--- config.mk ---
export PLATFORM = sky130hd
export DESIGN_NAME = pwrCtrlI2cSlave
export DESIGN_NICKNAME = d
export VERILOG_FILES = /design/src/rtl/i2cRegPkg.sv /design/src/rtl/i2cLineFilter.sv /design/src/rtl/i2cSlaveCtrl.sv /design/src/rtl/i2cRegDatapath.sv /design/src/rtl/pwrCtrlI2cSlave.sv
export SDC_FILE = /design/constraint.sdc
export NUM_CORES = 1
export LEC_CHECK = 0
export ABC_AREA = 1
export BUFFER_PORTS_ARGS = -buffer_cell sky130_fd_sc_hd__clkbuf_2
export CAP_MARGIN = 5
export CORE_UTILIZATION = 64
export CTS_CLUSTER_DIAMETER = 120
export CTS_CLUSTER_SIZE = 20
export DETAILED_ROUTE_END_ITERATION = 8
export PLACE_DENSITY = 0.95
export SLEW_MARGIN = 10
export SYNTH_ARGS = -nofsm -noshare
export SYNTH_HDL_FRONTEND = slang
export SYNTH_SLANG_ARGS = --single-unit
--- constraint.sdc ---
create_clock -name clk -period 2.8 [get_ports clk]
set_clock_uncertainty 0.1 [all_clocks]
set_input_delay 0.56 -clock clk [delete_from_list [all_inputs] [get_ports clk]]
set_output_delay 0.56 -clock clk [all_outputs]
set_load 0.05 [all_outputs]
--- src/rtl/i2cRegPkg.sv ---
`timescale 1ns/1ps
package i2cRegPkg;
  localparam int BYTE_W = 8;
  localparam int CTRL_W = BYTE_W - 2;

  typedef enum logic [2:0] {
    ST_IDLE, ST_ADDR, ST_AACK, ST_WRB, ST_WACK, ST_RDB, ST_RACK
  } ctrlStateT;

  typedef struct packed {
    logic rxShift;
    logic txLoad;
    logic txSel;
    logic txShift;
    logic wrReg1;
    logic wrReg2;
  } strobeT;
endpackage

--- src/rtl/i2cLineFilter.sv ---
`timescale 1ns/1ps
module i2cLineFilter #(
  parameter int FILT_LEN = 4
) (
  input  logic clk,
  input  logic rstN,
  input  logic sclIn,
  input  logic sdaIn,
  output logic sdaF,
  output logic sclRise,
  output logic sclFall,
  output logic startDet,
  output logic stopDet
);
  localparam int N_LINES = 2;
  localparam int CNT_W = (FILT_LEN > 1) ? $clog2(FILT_LEN) : 1;
  localparam logic [CNT_W-1:0] CNT_LAST = CNT_W'(FILT_LEN - 1);

  logic [N_LINES-1:0] rawIn;
  logic [N_LINES-1:0] lineF;
  logic sclPrev, sdaPrev;

  assign rawIn = {sdaIn, sclIn};

  genvar g;
  generate
    for (g = 0; g < N_LINES; g++) begin : gLine
      logic s1, s2, filt;
      logic [CNT_W-1:0] cnt;
      always_ff @(posedge clk) begin
        if (!rstN) begin
          s1   <= 1'b1;
          s2   <= 1'b1;
          filt <= 1'b1;
          cnt  <= '0;
        end else begin
          s1 <= rawIn[g];
          s2 <= s1;
          if (s2 == filt) begin
            cnt <= '0;
          end else if (cnt == CNT_LAST) begin
            filt <= s2;
            cnt  <= '0;
          end else begin
            cnt <= cnt + 1'b1;
          end
        end
      end
      assign lineF[g] = filt;
    end
  endgenerate

  always_ff @(posedge clk) begin
    if (!rstN) begin
      sclPrev <= 1'b1;
      sdaPrev <= 1'b1;
    end else begin
      sclPrev <= lineF[0];
      sdaPrev <= lineF[1];
    end
  end

  assign sdaF     = lineF[1];
  assign sclRise  = lineF[0] & ~sclPrev;
  assign sclFall  = ~lineF[0] & sclPrev;
  assign startDet = lineF[0] & sclPrev & sdaPrev & ~lineF[1];
  assign stopDet  = lineF[0] & sclPrev & ~sdaPrev & lineF[1];
endmodule

--- src/rtl/i2cSlaveCtrl.sv ---
`timescale 1ns/1ps
module i2cSlaveCtrl
  import i2cRegPkg::*;
#(
  parameter logic [6:0] ADDR_BASE = 7'b0001000
) (
  input  logic              clk,
  input  logic              rstN,
  input  logic              powerGood,
  input  logic              addrSel,
  input  logic              sdaF,
  input  logic              sclRise,
  input  logic              sclFall,
  input  logic              startDet,
  input  logic              stopDet,
  input  logic              txMsb,
  input  logic [BYTE_W-1:0] rxByte,
  output strobeT            strb,
  output logic              sdaDriveLow
);
  localparam int CNT_W = $clog2(BYTE_W);
  localparam logic [CNT_W-1:0] LAST_BIT = CNT_W'(BYTE_W - 1);

  ctrlStateT        state;
  logic [CNT_W-1:0] bitCnt;
  logic             gotByte, rwBit, ackDrive, mAck, rdSel;
  logic [1:0]       wrIdx;
  logic [6:0]       myAddr;
  logic             active;

  assign myAddr = ADDR_BASE | {6'b0, addrSel};
  assign active = powerGood & ~startDet & ~stopDet;

  always_comb begin
    strb = '0;
    if (active) begin
      strb.rxShift = sclRise && (state == ST_ADDR || state == ST_WRB);
      strb.txShift = sclFall && state == ST_RDB && !gotByte;
      strb.txLoad  = sclFall && ((state == ST_AACK && rwBit) ||
                                 (state == ST_RACK && mAck));
      strb.txSel   = (state == ST_RACK) ? ~rdSel : 1'b0;
      strb.wrReg1  = sclFall && state == ST_WRB && gotByte && wrIdx == 2'd0;
      strb.wrReg2  = sclFall && state == ST_WRB && gotByte && wrIdx == 2'd1;
    end
  end

  always_ff @(posedge clk) begin
    if (!rstN || !powerGood) begin
      state    <= ST_IDLE;
      bitCnt   <= '0;
      gotByte  <= 1'b0;
      rwBit    <= 1'b0;
      ackDrive <= 1'b0;
      mAck     <= 1'b0;
      rdSel    <= 1'b0;
      wrIdx    <= 2'd0;
    end else if (startDet) begin
      state    <= ST_ADDR;
      bitCnt   <= '0;
      gotByte  <= 1'b0;
      ackDrive <= 1'b0;
    end else if (stopDet) begin
      state    <= ST_IDLE;
      ackDrive <= 1'b0;
    end else begin
      case (state)
        ST_ADDR, ST_WRB: begin
          if (sclRise) begin
            bitCnt <= bitCnt + 1'b1;
            if (bitCnt == LAST_BIT) gotByte <= 1'b1;
          end
          if (sclFall && gotByte) begin
            gotByte <= 1'b0;
            if (state == ST_WRB) begin
              ackDrive <= 1'b1;
              state    <= ST_WACK;
            end else if (rxByte[BYTE_W-1:1] == myAddr) begin
              ackDrive <= 1'b1;
              rwBit    <= rxByte[0];
              wrIdx    <= 2'd0;
              rdSel    <= 1'b0;
              state    <= ST_AACK;
            end else begin
              state <= ST_IDLE;
            end
          end
        end
        ST_AACK: begin
          if (sclFall) begin
            ackDrive <= 1'b0;
            bitCnt   <= '0;
            state    <= rwBit ? ST_RDB : ST_WRB;
          end
        end
        ST_WACK: begin
          if (sclFall) begin
            ackDrive <= 1'b0;
            bitCnt   <= '0;
            state    <= ST_WRB;
            if (wrIdx != 2'd2) wrIdx <= wrIdx + 1'b1;
          end
        end
        ST_RDB: begin
          if (sclRise) begin
            bitCnt <= bitCnt + 1'b1;
            if (bitCnt == LAST_BIT) gotByte <= 1'b1;
          end
          if (sclFall && gotByte) begin
            gotByte <= 1'b0;
            state   <= ST_RACK;
          end
        end
        ST_RACK: begin
          if (sclRise) mAck <= ~sdaF;
          if (sclFall) begin
            if (mAck) begin
              bitCnt <= '0;
              rdSel  <= ~rdSel;
              state  <= ST_RDB;
            end else begin
              state <= ST_IDLE;
            end
          end
        end
        default: state <= ST_IDLE;
      endcase
    end
  end

  assign sdaDriveLow = ackDrive | ((state == ST_RDB) & ~txMsb);
endmodule

--- src/rtl/i2cRegDatapath.sv ---
`timescale 1ns/1ps
module i2cRegDatapath
  import i2cRegPkg::*;
(
  input  logic              clk,
  input  logic              rstN,
  input  logic              powerGood,
  input  strobeT            strb,
  input  logic              sdaF,
  input  logic              thermalFault,
  input  logic              overload1,
  input  logic              overload2,
  output logic [BYTE_W-1:0] rxByte,
  output logic              txMsb,
  output logic [CTRL_W-1:0] ctrlOut1,
  output logic [CTRL_W-1:0] ctrlOut2
);
  logic [BYTE_W-1:0] rxShreg, txShreg;
  logic [CTRL_W-1:0] reg1, reg2;

  always_ff @(posedge clk) begin
    if (!rstN || !powerGood) begin
      rxShreg <= '0;
      txShreg <= '1;
      reg1    <= '0;
      reg2    <= '0;
    end else begin
      if (strb.rxShift) rxShreg <= {rxShreg[BYTE_W-2:0], sdaF};
      if (strb.wrReg1)  reg1 <= rxShreg[CTRL_W-1:0];
      if (strb.wrReg2)  reg2 <= rxShreg[CTRL_W-1:0];
      if (strb.txLoad) begin
        txShreg <= strb.txSel ? {overload2, thermalFault, reg2}
                              : {overload1, thermalFault, reg1};
      end else if (strb.txShift) begin
        txShreg <= {txShreg[BYTE_W-2:0], 1'b1};
      end
    end
  end

  assign rxByte   = rxShreg;
  assign txMsb    = txShreg[BYTE_W-1];
  assign ctrlOut1 = reg1;
  assign ctrlOut2 = reg2;
endmodule

--- src/rtl/pwrCtrlI2cSlave.sv ---
`timescale 1ns/1ps
module pwrCtrlI2cSlave
  import i2cRegPkg::*;
#(
  parameter logic [6:0] ADDR_BASE = 7'b0001000,
  parameter int         FILT_LEN  = 4
) (
  input  logic              clk,
  input  logic              rstN,
  input  logic              powerGood,
  input  logic              addrSel,
  input  logic              sclIn,
  input  logic              sdaIn,
  output logic              sdaDriveLow,
  input  logic              thermalFault,
  input  logic              overload1,
  input  logic              overload2,
  output logic [CTRL_W-1:0] ctrlOut1,
  output logic [CTRL_W-1:0] ctrlOut2
);
  strobeT            strb;
  logic              sdaF, sclRise, sclFall, startDet, stopDet, txMsb;
  logic [BYTE_W-1:0] rxByte;

  i2cLineFilter #(.FILT_LEN(FILT_LEN)) uFront (
    .clk(clk), .rstN(rstN), .sclIn(sclIn), .sdaIn(sdaIn),
    .sdaF(sdaF), .sclRise(sclRise), .sclFall(sclFall),
    .startDet(startDet), .stopDet(stopDet)
  );

  i2cSlaveCtrl #(.ADDR_BASE(ADDR_BASE)) uCtrl (
    .clk(clk), .rstN(rstN), .powerGood(powerGood), .addrSel(addrSel),
    .sdaF(sdaF), .sclRise(sclRise), .sclFall(sclFall),
    .startDet(startDet), .stopDet(stopDet), .txMsb(txMsb),
    .rxByte(rxByte), .strb(strb), .sdaDriveLow(sdaDriveLow)
  );

  i2cRegDatapath uData (
    .clk(clk), .rstN(rstN), .powerGood(powerGood), .strb(strb),
    .sdaF(sdaF), .thermalFault(thermalFault), .overload1(overload1),
    .overload2(overload2), .rxByte(rxByte), .txMsb(txMsb),
    .ctrlOut1(ctrlOut1), .ctrlOut2(ctrlOut2)
  );
endmodule

==> run_results.csv <==
group,metric,value,unit
synth,postSynthCellCount,396,
clock_network,cts_hold_buf,0,
power,p_per_area,447,mW/mm2
synth,synth_area_leader_cell,"dfxtp_1",
clock_network,cts_tree,"built",
floorplan,dieArea,0.00444,mm2
global_route,grt.total_usage,28.5,%
placement,dp.final_hpwl,4150,um
timing,max_slew_margin,71.7,%
synth,yosys-top-cells-count,"nand2_1, inv_1, dfxtp_1",
layout,area_growth,8.04,%
timing,setup_tns,0,ns
status,status,"finished, final reports clean",
layout,final_nets,432,
routing,vias,2562,
synth,synth_area_per_cell,6.76,um2
worst_setup_path,cp-end-kind,"output port",
worst_setup_path,cp_data_arrival_time,1.57,ns
global_route,met1_usage,31.8,%
layout,fin_area,0.00289,mm2
routing,first_pass_iters,6,
timing,slew_viol_final,0,
synth,yosysUniqueCellTypes,27,
floorplan,rows,23,
timing,finalSetupViolations,0,
floorplan,die_h,66.7,um
worst_setup_path,worstSetupPathType,"reg -> out",
synth,synth_area_leaders,"dfxtp_1, nand2_1, inv_1",
layout,antenna_cells,0,
timing,setup_slack,0.574,ns
layout,n_fill_cell,328,
placement,dpl_cell_area,0.00279,mm2
job,drv_cap,0,
global_route,antenna_found_initial,0,
synth,syn_nets,412,
placement,post-place-cells,459,
floorplan,dieWidth,66.7,um
global_route,grt_pass1_wl,9590,um
layout,multi_input_area,0.00132,mm2
worst_setup_path,cp.required,2.14,ns
synth,yosys_register_bits,53,
clock_network,clock-sinks,53,
worst_setup_path,critical_path.max_fanout,5,
placement,io_buffers,21,
timing,finalHoldViolations,0,
timing,fmax,449,MHz
synth,synth_edf_count,0,
routing,drc_errors,0,
clock_network,postCtsSetupBuffers,0,
synth,yosysMostFrequentCell,"nand2_1",
worst_setup_path,worstSetupStartpointType,"register",
routing,drt_iter0_markers,220,
timing,period_share,79.5,%
synth,ys_seq_area_share,39.6,%
layout,final_layout_size_suffix_gt1_share,12.5,%
global_route,grt_busiest_layer,"met2",
timing,worst_pin_slew,0.425,ns
synth,synth_top_area_share,39.6,%
global_route,grt_use_met3,5.82,%
global_route,grt_max_degree,24,
power,vdd_drop_max,0.424,mV
global_route,gr-total-overflow,0,
routing,wire_per_inst,12.3,um
clock_network,cts.path.max_buffers,2,
timing,fin_crit,2.23,ns
placement,routabilityCongestion,1.00,
clock_network,clk_pin_slew,0.09,ns
clock_network,cts-root-buf,"clkbuf_8",
synth,syn_area,0.00268,mm2
power,leakagePower,1.40,nW
layout,fin_cells,467,
synth,ys.warnings.count,0,
placement,dpl_worst_slack,0.866,ns
timing,rsz0062_at_grt,"false",
routing,drt_wl_total,5760,um
clock_network,clock_latency,0.32,ns
floorplan,ios,22,
worst_hold_path,hold_path.class,"in -> reg",
clock_network,htree_num_levels,2,
floorplan,start_util,66.9,%
synth,synthFlopType,"dfxtp_1",
synth,async_reset_ff_share,0,%
clock_network,numCtsBuffers,5,
floorplan,core_area,0.00400,mm2
routing,antenna_left,0,
clock_network,cts-resized-gates,0,
layout,regArea,0.00106,mm2
global_route,grt_pass1_vias,2326,
global_route,grt_use_met2,51.0,%
routing,via_per_inst,5.49,
==> layout by cell type (no fill, tap or decap) <==
| cell type | instances |
|---|---|
| nor2_4 | 2 |
| o21bai_1 | 1 |
| inv_1 | 59 |
| inv_6 | 1 |
| clkinv_1 | 1 |
| clkbuf_8 | 6 |
| dfxtp_1 | 53 |
| a21oi_1 | 30 |
| o211ai_1 | 4 |
| o21ai_1 | 4 |
| inv_2 | 4 |
| clkinv_4 | 1 |
| nor2_2 | 8 |
| a22oi_1 | 1 |
| o21ai_0 | 27 |
| nand3_2 | 1 |
| nand2_1 | 99 |
| nor3_1 | 4 |
| buf_4 | 1 |
| ha_1 | 7 |
| nand3b_1 | 1 |
| nor2_1 | 33 |
| and3_1 | 1 |
| nand4_2 | 1 |
| nand3_1 | 29 |
| nand2_2 | 6 |
| clkbuf_2 | 21 |
| nor3b_1 | 1 |
| nand4_1 | 10 |
==> metrics by stage <==
step / power [mW] / utilization [%] / hold slack, ns
floorplan: 0.826 / - / 0.280
global placement: 0.840 / 69.8 / 0.284
global route: 1.34 / 72.3 / 0.303
detailed placement: 0.843 / 69.8 / 0.307
CTS: 1.30 / 72.3 / 0.312
finish: 1.29 / 72.3 / 0.312
==> state kept, by name (all words and copies together) (netlist names), 2 cells and up <==
register,flops
uCtrl.wrIdx,2
uData.ctrlOut2,6
uFront.gLine.s2,2
uData.rxByte,8
uData.ctrlOut1,6
uFront.gLine.s1,2
uCtrl.state,3
uData.txShreg,8
uCtrl.bitCnt,3
uFront.gLine.cnt,4
==> where the power goes <==
part           leakage, nW  switching [mW]  total (mW)  internal (mW)
clock               0.0518           0.259       0.465          0.206
sequential           0.428         0.00385       0.763          0.759
combinational        0.924          0.0424      0.0640         0.0216
==> per-layer routing <==
| metal | up-vias | share of wire [%] |
|---|---|---|
| li1 | 1294 | - |
| met1 | 1154 | 43 |
| met2 | 100 | 49 |
| met3 | 14 | 5.9 |
| met4 | 0 | 2.5 |
| met5 | - | 0 |
==> final cells by class <==
cell class	instances	area share (%)
Multi-Input combinational cell	270	45.5
Inverter	64	8.31
Tap cell	50	2.16
Sequential cell	53	36.7
Timing Repair Buffer	22	3.89
Clock buffer	6	2.86
Clock inverter	2	0.606
==> path summary, 6_finish.rpt <==
kind                                           from  slack, ns                                end  cells past startpoint
setup / recovery        uCtrl.state[1]$_SDFFE_PP0P_       0.57                        sdaDriveLow                      6
hold reg to reg   uFront.gLine[0].cnt[0]$_SDFF_PP0_       0.32  uFront.gLine[0].cnt[0]$_SDFF_PP0_                      1
setup reg to reg          uFront.sclPrev$_SDFF_PN1_       0.93       uData.rxByte[0]$_SDFFE_PP0P_                      6
hold / removal                                sclIn       0.31      uFront.gLine[0].s1$_SDFF_PN1_                      3
==> cell families after synthesis <==
logic type | Yosys count | share of synthesized area [%]
AND/OR/NAND/NOR | 196 | 32.8
buffers and inverters | 73 | 11.2
AO/OA/AOI/OAI | 67 | 13.1
flip-flops | 53 | 39.6
adder cells (fa/ha/maj) | 7 | 3.27
==> critical path: stages (launching register included) <==
cell	delay, ns
dfxtp_1	0.36
inv_1	0.14
nand2_1	0.10
nor2_2	0.16
inv_1	0.09
o21bai_1	0.12
clkbuf_2	0.29
No activity file was read; power rests on OpenSTA's default activity.
